File: config.mk
export PLATFORM = sky130hd
export DESIGN_NAME = mvl_test_rx
export DESIGN_NICKNAME = d
export VERILOG_FILES = /design/src/rtl/mvl_rx_pkg.sv /design/src/rtl/mvl_sym_unpack.sv /design/src/rtl/mvl_misr.sv /design/src/rtl/mvl_retry_ctrl.sv /design/src/rtl/mvl_test_rx.sv
export SDC_FILE = /design/constraint.sdc
export NUM_CORES = 1
export LEC_CHECK = 0
export BUFFER_PORTS_ARGS = -buffer_cell sky130_fd_sc_hd__buf_4
export CAP_MARGIN = 5
export CELL_PAD_IN_SITES_DETAIL_PLACEMENT = 0
export CELL_PAD_IN_SITES_GLOBAL_PLACEMENT = 1
export CORE_UTILIZATION = 45
export CTS_BUF_LIST = sky130_fd_sc_hd__clkbuf_4 sky130_fd_sc_hd__clkbuf_8
export DETAILED_ROUTE_END_ITERATION = 12
export PLACE_DENSITY = 0.95
export SLEW_MARGIN = 0
export SYNTH_ARGS = -nofsm -noshare
export SYNTH_HDL_FRONTEND = slang
export SYNTH_HIERARCHICAL = 1
export SYNTH_SLANG_ARGS = --single-unit
File: constraint.sdc
create_clock -name clk -period 2.15 [get_ports clk]
set_input_delay 0 -clock clk [delete_from_list [all_inputs] [get_ports clk]]
set_output_delay 0 -clock clk [all_outputs]
set_load 0.05 [all_outputs]
File: src/rtl/mvl_rx_pkg.sv
package mvl_rx_pkg;
   localparam int SYM_W = 5;
   localparam int PI_W  = 3;

   // Field order of a decoded symbol, most significant field first.
   typedef struct packed {
      logic            scan_en;
      logic            scan_in;
      logic [PI_W-1:0] pi;
   } scan_vec_t;

   typedef enum logic [1:0] {
      VRD_NONE   = 2'd0,
      VRD_PASS   = 2'd1,
      VRD_RETEST = 2'd2,
      VRD_FAIL   = 2'd3
   } verdict_e;
endpackage

File: src/rtl/mvl_sym_unpack.sv
module mvl_sym_unpack
   import mvl_rx_pkg::*;
(
   input  logic             clk,
   input  logic             rst_n,
   input  logic             sym_valid,
   input  logic [SYM_W-1:0] sym_in,
   output scan_vec_t        fields,
   output logic             fields_valid
);
   scan_vec_t sym_cast;
   assign sym_cast = scan_vec_t'(sym_in);

   always_ff @(posedge clk or negedge rst_n) begin
      if (!rst_n) begin
         fields       <= '0;
         fields_valid <= 1'b0;
      end else begin
         fields_valid <= sym_valid;
         if (sym_valid) fields <= sym_cast;
      end
   end

   AST_VALID_FOLLOWS: assert property (@(posedge clk) disable iff (!rst_n)
      sym_valid |=> fields_valid);
   AST_FIELDS_HOLD: assert property (@(posedge clk) disable iff (!rst_n)
      !sym_valid |=> $stable(fields));
endmodule

File: src/rtl/mvl_misr.sv
module mvl_misr #(
   parameter int              SIG_W = 16,
   parameter int              IN_W  = 5,
   parameter logic [SIG_W-1:0] POLY = 16'h1021
) (
   input  logic             clk,
   input  logic             rst_n,
   input  logic             clear,
   input  logic             fold,
   input  logic [IN_W-1:0]  din,
   output logic [SIG_W-1:0] sig
);
   localparam int TOP = SIG_W - 1;

   if (IN_W > SIG_W) begin : g_bad_width
      $error("mvl_misr: input wider than signature");
   end
   if (POLY[0] != 1'b1) begin : g_bad_poly
      $error("mvl_misr: polynomial needs a constant term");
   end

   logic [SIG_W-1:0] base;
   logic [SIG_W-1:0] nxt;
   logic             fb;

   assign base = clear ? '0 : sig;
   assign fb   = base[TOP];

   for (genvar i = 0; i < SIG_W; i++) begin : g_bit
      logic shifted;
      logic injected;
      if (i == 0) begin : g_lsb
         assign shifted = 1'b0;
      end else begin : g_mid
         assign shifted = base[i-1];
      end
      if (i < IN_W) begin : g_in
         assign injected = fold & din[i];
      end else begin : g_noin
         assign injected = 1'b0;
      end
      assign nxt[i] = shifted ^ (fb & POLY[i]) ^ injected;
   end

   always_ff @(posedge clk or negedge rst_n) begin
      if (!rst_n)            sig <= '0;
      else if (clear || fold) sig <= nxt;
   end

   AST_CLEAR_ZERO: assert property (@(posedge clk) disable iff (!rst_n)
      (clear && !fold) |=> (sig == '0));
   AST_IDLE_HOLD: assert property (@(posedge clk) disable iff (!rst_n)
      (!clear && !fold) |=> $stable(sig));
endmodule

File: src/rtl/mvl_retry_ctrl.sv
module mvl_retry_ctrl
   import mvl_rx_pkg::*;
#(
   parameter int MAX_TRIES = 4,
   parameter int CNT_W     = 3
) (
   input  logic clk,
   input  logic rst_n,
   input  logic dev_start,
   input  logic pass_end,
   input  logic sig_ok,
   output logic pass,
   output logic fail,
   output logic retest
);
   if (MAX_TRIES < 1 || MAX_TRIES >= (1 << CNT_W)) begin : g_bad_cnt
      $error("mvl_retry_ctrl: attempt limit does not fit the counter");
   end

   localparam logic [CNT_W-1:0] LIMIT = CNT_W'(MAX_TRIES);

   logic [CNT_W-1:0] tries;
   logic [CNT_W-1:0] tries_nxt;
   verdict_e         vrd;
   verdict_e         vrd_nxt;

   assign tries_nxt = (tries == LIMIT) ? LIMIT : tries + 1'b1;

   always_comb begin
      vrd_nxt = VRD_NONE;
      if (pass_end && !dev_start) begin
         if (sig_ok)                vrd_nxt = VRD_PASS;
         else if (tries_nxt < LIMIT) vrd_nxt = VRD_RETEST;
         else                       vrd_nxt = VRD_FAIL;
      end
   end

   always_ff @(posedge clk or negedge rst_n) begin
      if (!rst_n) begin
         tries <= '0;
         vrd   <= VRD_NONE;
      end else begin
         vrd <= vrd_nxt;
         if (dev_start)     tries <= '0;
         else if (pass_end) tries <= tries_nxt;
      end
   end

   assign pass   = (vrd == VRD_PASS);
   assign retest = (vrd == VRD_RETEST);
   assign fail   = (vrd == VRD_FAIL);

   AST_TRIES_BOUND: assert property (@(posedge clk) disable iff (!rst_n)
      tries <= LIMIT);
   AST_FAIL_AT_LIMIT: assert property (@(posedge clk) disable iff (!rst_n)
      fail |-> (tries == LIMIT));
   AST_RETEST_BELOW: assert property (@(posedge clk) disable iff (!rst_n)
      retest |-> (tries < LIMIT));
   AST_DEV_CLEARS: assert property (@(posedge clk) disable iff (!rst_n)
      dev_start |=> (tries == '0) && !pass && !fail && !retest);
endmodule

File: src/rtl/mvl_test_rx.sv
module mvl_test_rx
   import mvl_rx_pkg::*;
#(
   parameter int               SIG_W     = 16,
   parameter logic [SIG_W-1:0] POLY      = 16'h1021,
   parameter int               MAX_TRIES = 4
) (
   input  logic             clk,
   input  logic             rst_n,
   input  logic             dev_start,
   input  logic             sym_valid,
   input  logic [SYM_W-1:0] sym_in,
   input  logic             pass_end,
   input  logic [SIG_W-1:0] exp_sig,
   output logic [PI_W-1:0]  test_pi,
   output logic             scan_in,
   output logic             scan_en,
   output logic             test_valid,
   output logic             pass,
   output logic             fail,
   output logic             retest
);
   localparam int CNT_W = $clog2(MAX_TRIES + 1);

   if (SIG_W < SYM_W) begin : g_bad_sig
      $error("mvl_test_rx: signature narrower than a symbol");
   end

   scan_vec_t        fields;
   logic [SIG_W-1:0] sig;
   logic             sig_ok;
   logic             sig_clear;

   assign sig_clear = pass_end | dev_start;
   assign sig_ok    = (sig == exp_sig);

   mvl_sym_unpack u_unpack (
      .clk          (clk),
      .rst_n        (rst_n),
      .sym_valid    (sym_valid),
      .sym_in       (sym_in),
      .fields       (fields),
      .fields_valid (test_valid)
   );

   mvl_misr #(.SIG_W(SIG_W), .IN_W(SYM_W), .POLY(POLY)) u_misr (
      .clk   (clk),
      .rst_n (rst_n),
      .clear (sig_clear),
      .fold  (sym_valid),
      .din   (sym_in),
      .sig   (sig)
   );

   mvl_retry_ctrl #(.MAX_TRIES(MAX_TRIES), .CNT_W(CNT_W)) u_retry (
      .clk       (clk),
      .rst_n     (rst_n),
      .dev_start (dev_start),
      .pass_end  (pass_end),
      .sig_ok    (sig_ok),
      .pass      (pass),
      .fail      (fail),
      .retest    (retest)
   );

   assign test_pi = fields.pi;
   assign scan_in = fields.scan_in;
   assign scan_en = fields.scan_en;

   AST_ONE_VERDICT: assert property (@(posedge clk) disable iff (!rst_n)
      $onehot0({pass, fail, retest}));
   AST_VERDICT_DUE: assert property (@(posedge clk) disable iff (!rst_n)
      (pass_end && !dev_start) |=> (pass || fail || retest));
   AST_NO_STRAY_VERDICT: assert property (@(posedge clk) disable iff (!rst_n)
      !(pass_end && !dev_start) |=> !(pass || fail || retest));
   AST_MATCH_PASSES: assert property (@(posedge clk) disable iff (!rst_n)
      (pass_end && !dev_start && sig_ok) |=> pass);
endmodule

==> results.json <==
{
  "setup_tns_ps": 0,
  "hold_violations": 0,
  "area_delta_synth_final_pct": 28.4,
  "finalSetupViolCount": 0,
  "pin_count": 35,
  "syn_inst": 128,
  "hold_path.class": "primary input to async pin",
  "cts.sinks": 27,
  "grt_max_degree": 29,
  "status": "completed",
  "worstSetupStartpointType": "register",
  "max_freq_mhz": 592,
  "synthesis.area_sq_um": 1420,
  "viasPerCell": 5.07,
  "insertion_delay_ps": 310,
  "final_common_cell": "buf_4",
  "drv_slew": 0,
  "synth_warnings": 6,
  "arrival_ps": 1900,
  "die_h_um": 58.1,
  "required_ps": 2360,
  "critPathMaxFanout": 6,
  "rsz0062_at_grt": "false",
  "postPlaceCellArea_sq_um": 1690,
  "power_density_nw_per_um2": 547,
  "dieArea_sq_um": 3380,
  "ys_types": 31,
  "synth-async-reset-ratio": 1.00,
  "drive_above_1_share": 0.291,
  "cts_made_buffers": 3,
  "tightest_slew_ps": 365,
  "detail-route-antenna-nets": 0,
  "setup_ws_ps": 461,
  "drv_cap": 0,
  "cts.reportedPaths.clkPinSlew_ps": 140,
  "die_x_um": 58.1,
  "dp_hpwl_um": 2010,
  "firstDrtPassIters": 4,
  "fin_area_sq_um": 1820,
  "cts_resized": 0,
  "core.rowCount": 19,
  "grt_pass1_wl_um": 4720,
  "fin_skew_ps": 3.91,
  "synth_top_cell_area_share": 0.477,
  "dr.first_iter.drc_count": 13,
  "clockRootBuffer": "clkbuf_4",
  "slew_headroom": 0.756,
  "port_buffers": 34,
  "ys_ff_latch": 27,
  "ir_worst_vdd_v": 0.000373,
  "synth_top_cell_by_area": "dfrtp_1",
  "period_share": 0.786,
  "syn-mean-instance-area_sq_um": 11.1,
  "swShare": 0.277,
  "post-cts-setup-buffers": 0,
  "post_drt_wl_per_cell_um": 13.0,
  "combPwrFrac": 0.220,
  "globalRouteTotalUtil": 0.184,
  "final_nets": 201,
  "antenna_found_initial": 0,
  "ys_seq_area_frac": 0.477,
  "routabilityCongestion": 0.784,
  "most-common-layout-cells": "buf_4 (34), dfrtp_1 (27), xnor2_1 (18), nor2_1 (12)",
  "grt_pass1_vias": 1093,
  "clkPwrFrac": 0.229,
  "worstSetupEndpointType": "register",
  "fin_cells": 214,
  "fin_crit_ps": 1690,
  "holdBufCountCts": 10,
  "syn_nets": 156,
  "antenna_cells": 0,
  "power.switching_mw": 0.276,
  "critical_path_class": "register to register",
  "finish.utilization": 0.632,
  "via_count": 1086,
  "grt_overflow": 0,
  "cts_tree": "done",
  "power_mw": 0.995,
  "pwr-share-seq": 0.551,
  "h-tree-depth": 1,
  "p_leak_nw": 0.812,
  "place_worst_setup_slack_ps": 520,
  "internal-power_mw": 0.719,
  "drc": 0,
  "holdWs_ps": 108,
  "start_util": 0.492,
  "synth_top_cells_by_area": "dfrtp_1 (48%), xnor2_1 (11%), mux2i_1 (7.1%)",
  "synthFlopType": "dfrtp_1",
  "place_inst": 200,
  "clockBufferDepth": 2,
  "synth_edf_count": 0,
  "routed_wl_um": 2770,
  "core_sq_um": 2880
}
-- flip-flops by register name (all words and copies together) (netlist names) --
signal and count:
u_retry/tries 3, u_unpack/fields 5, u_unpack/fields_valid 1, u_retry/vrd 2
u_misr/sig 16
-- logic make-up (layout without fill, tap and decap cells) --
logic type | count (synthesis) | count (layout) | share of synthesized area
simple gates | 47 | 47 | 0.187
flops | 27 | 27 | 0.477
xor+xnor | 18 | 18 | 0.111
mux | 15 | 15 | 0.110
compound gates | 10 | 10 | 0.0583
buf+inv | 9 | 53 | 0.0380
fa+ha+maj | 2 | 2 | 0.0177
-- synth_stat cells (all sizes together) (2+ instances only) --
master / n
xnor2: 18
nand3: 5
dfrtp: 27
buf: 4
nand2b: 6
a32oi: 4
nor3: 2
nand4: 4
mux2: 5
a211oi: 2
ha: 2
mux2i: 10
a21oi: 2
inv: 5
nor2b: 4
nand2: 5
nor2: 13
-- power groups by stage --
stage                     clock, mW  combinational (mW)  sequential, mW
after detailed placement          0               0.205           0.558
final                         0.228               0.218           0.549
after global routing          0.261               0.237           0.552
after floorplan                   0              0.0859           0.592
after global placement            0               0.202           0.557
after CTS                     0.241               0.220           0.549
-- worst max-delay path: stages (launching register included) --
cell,delay [ps]
dfrtp_1,480
xnor2_1,190
nand4_1,110
nor4_2,380
nor4bb_1,110
nor4b_1,310
-- final timing paths --
kind	from	end	slack [ps]	cells past startpoint
worst max-delay path	u_misr/sig[15]	u_retry/vrd[0]	460	5
worst min-delay path	rst_n	u_retry/vrd[1]	110	2
worst max register to register	u_misr/sig[15]	u_retry/vrd[0]	460	5
worst min register to register	u_unpack/fields[1]	u_unpack/fields[1]	530	1
max in group asynchronous	rst_n	u_misr/sig[0]	1790	2
min in group clk	exp_sig[2]	u_retry/vrd[1]	180	5
-- routing by layer --
metal	GRT usage	part of all wire	up-vias
li1	-	-	528
met1	0.220	0.44	528
met2	0.333	0.51	24
met3	0.0246	0.030	6
met4	0.0714	0.015	0
met5	0	0	-
-- layout make-up --
cell class | count | area (sq um)
clock buffer | 4 | 30.0
tap | 42 | 52.6
fill | 236 | 1060
timing repair buffer | 44 | 355
sequential | 27 | 676
inverter | 5 | 18.8
multi-input combinational | 92 | 687
Note: power is estimated with default switching activity, not from simulation.
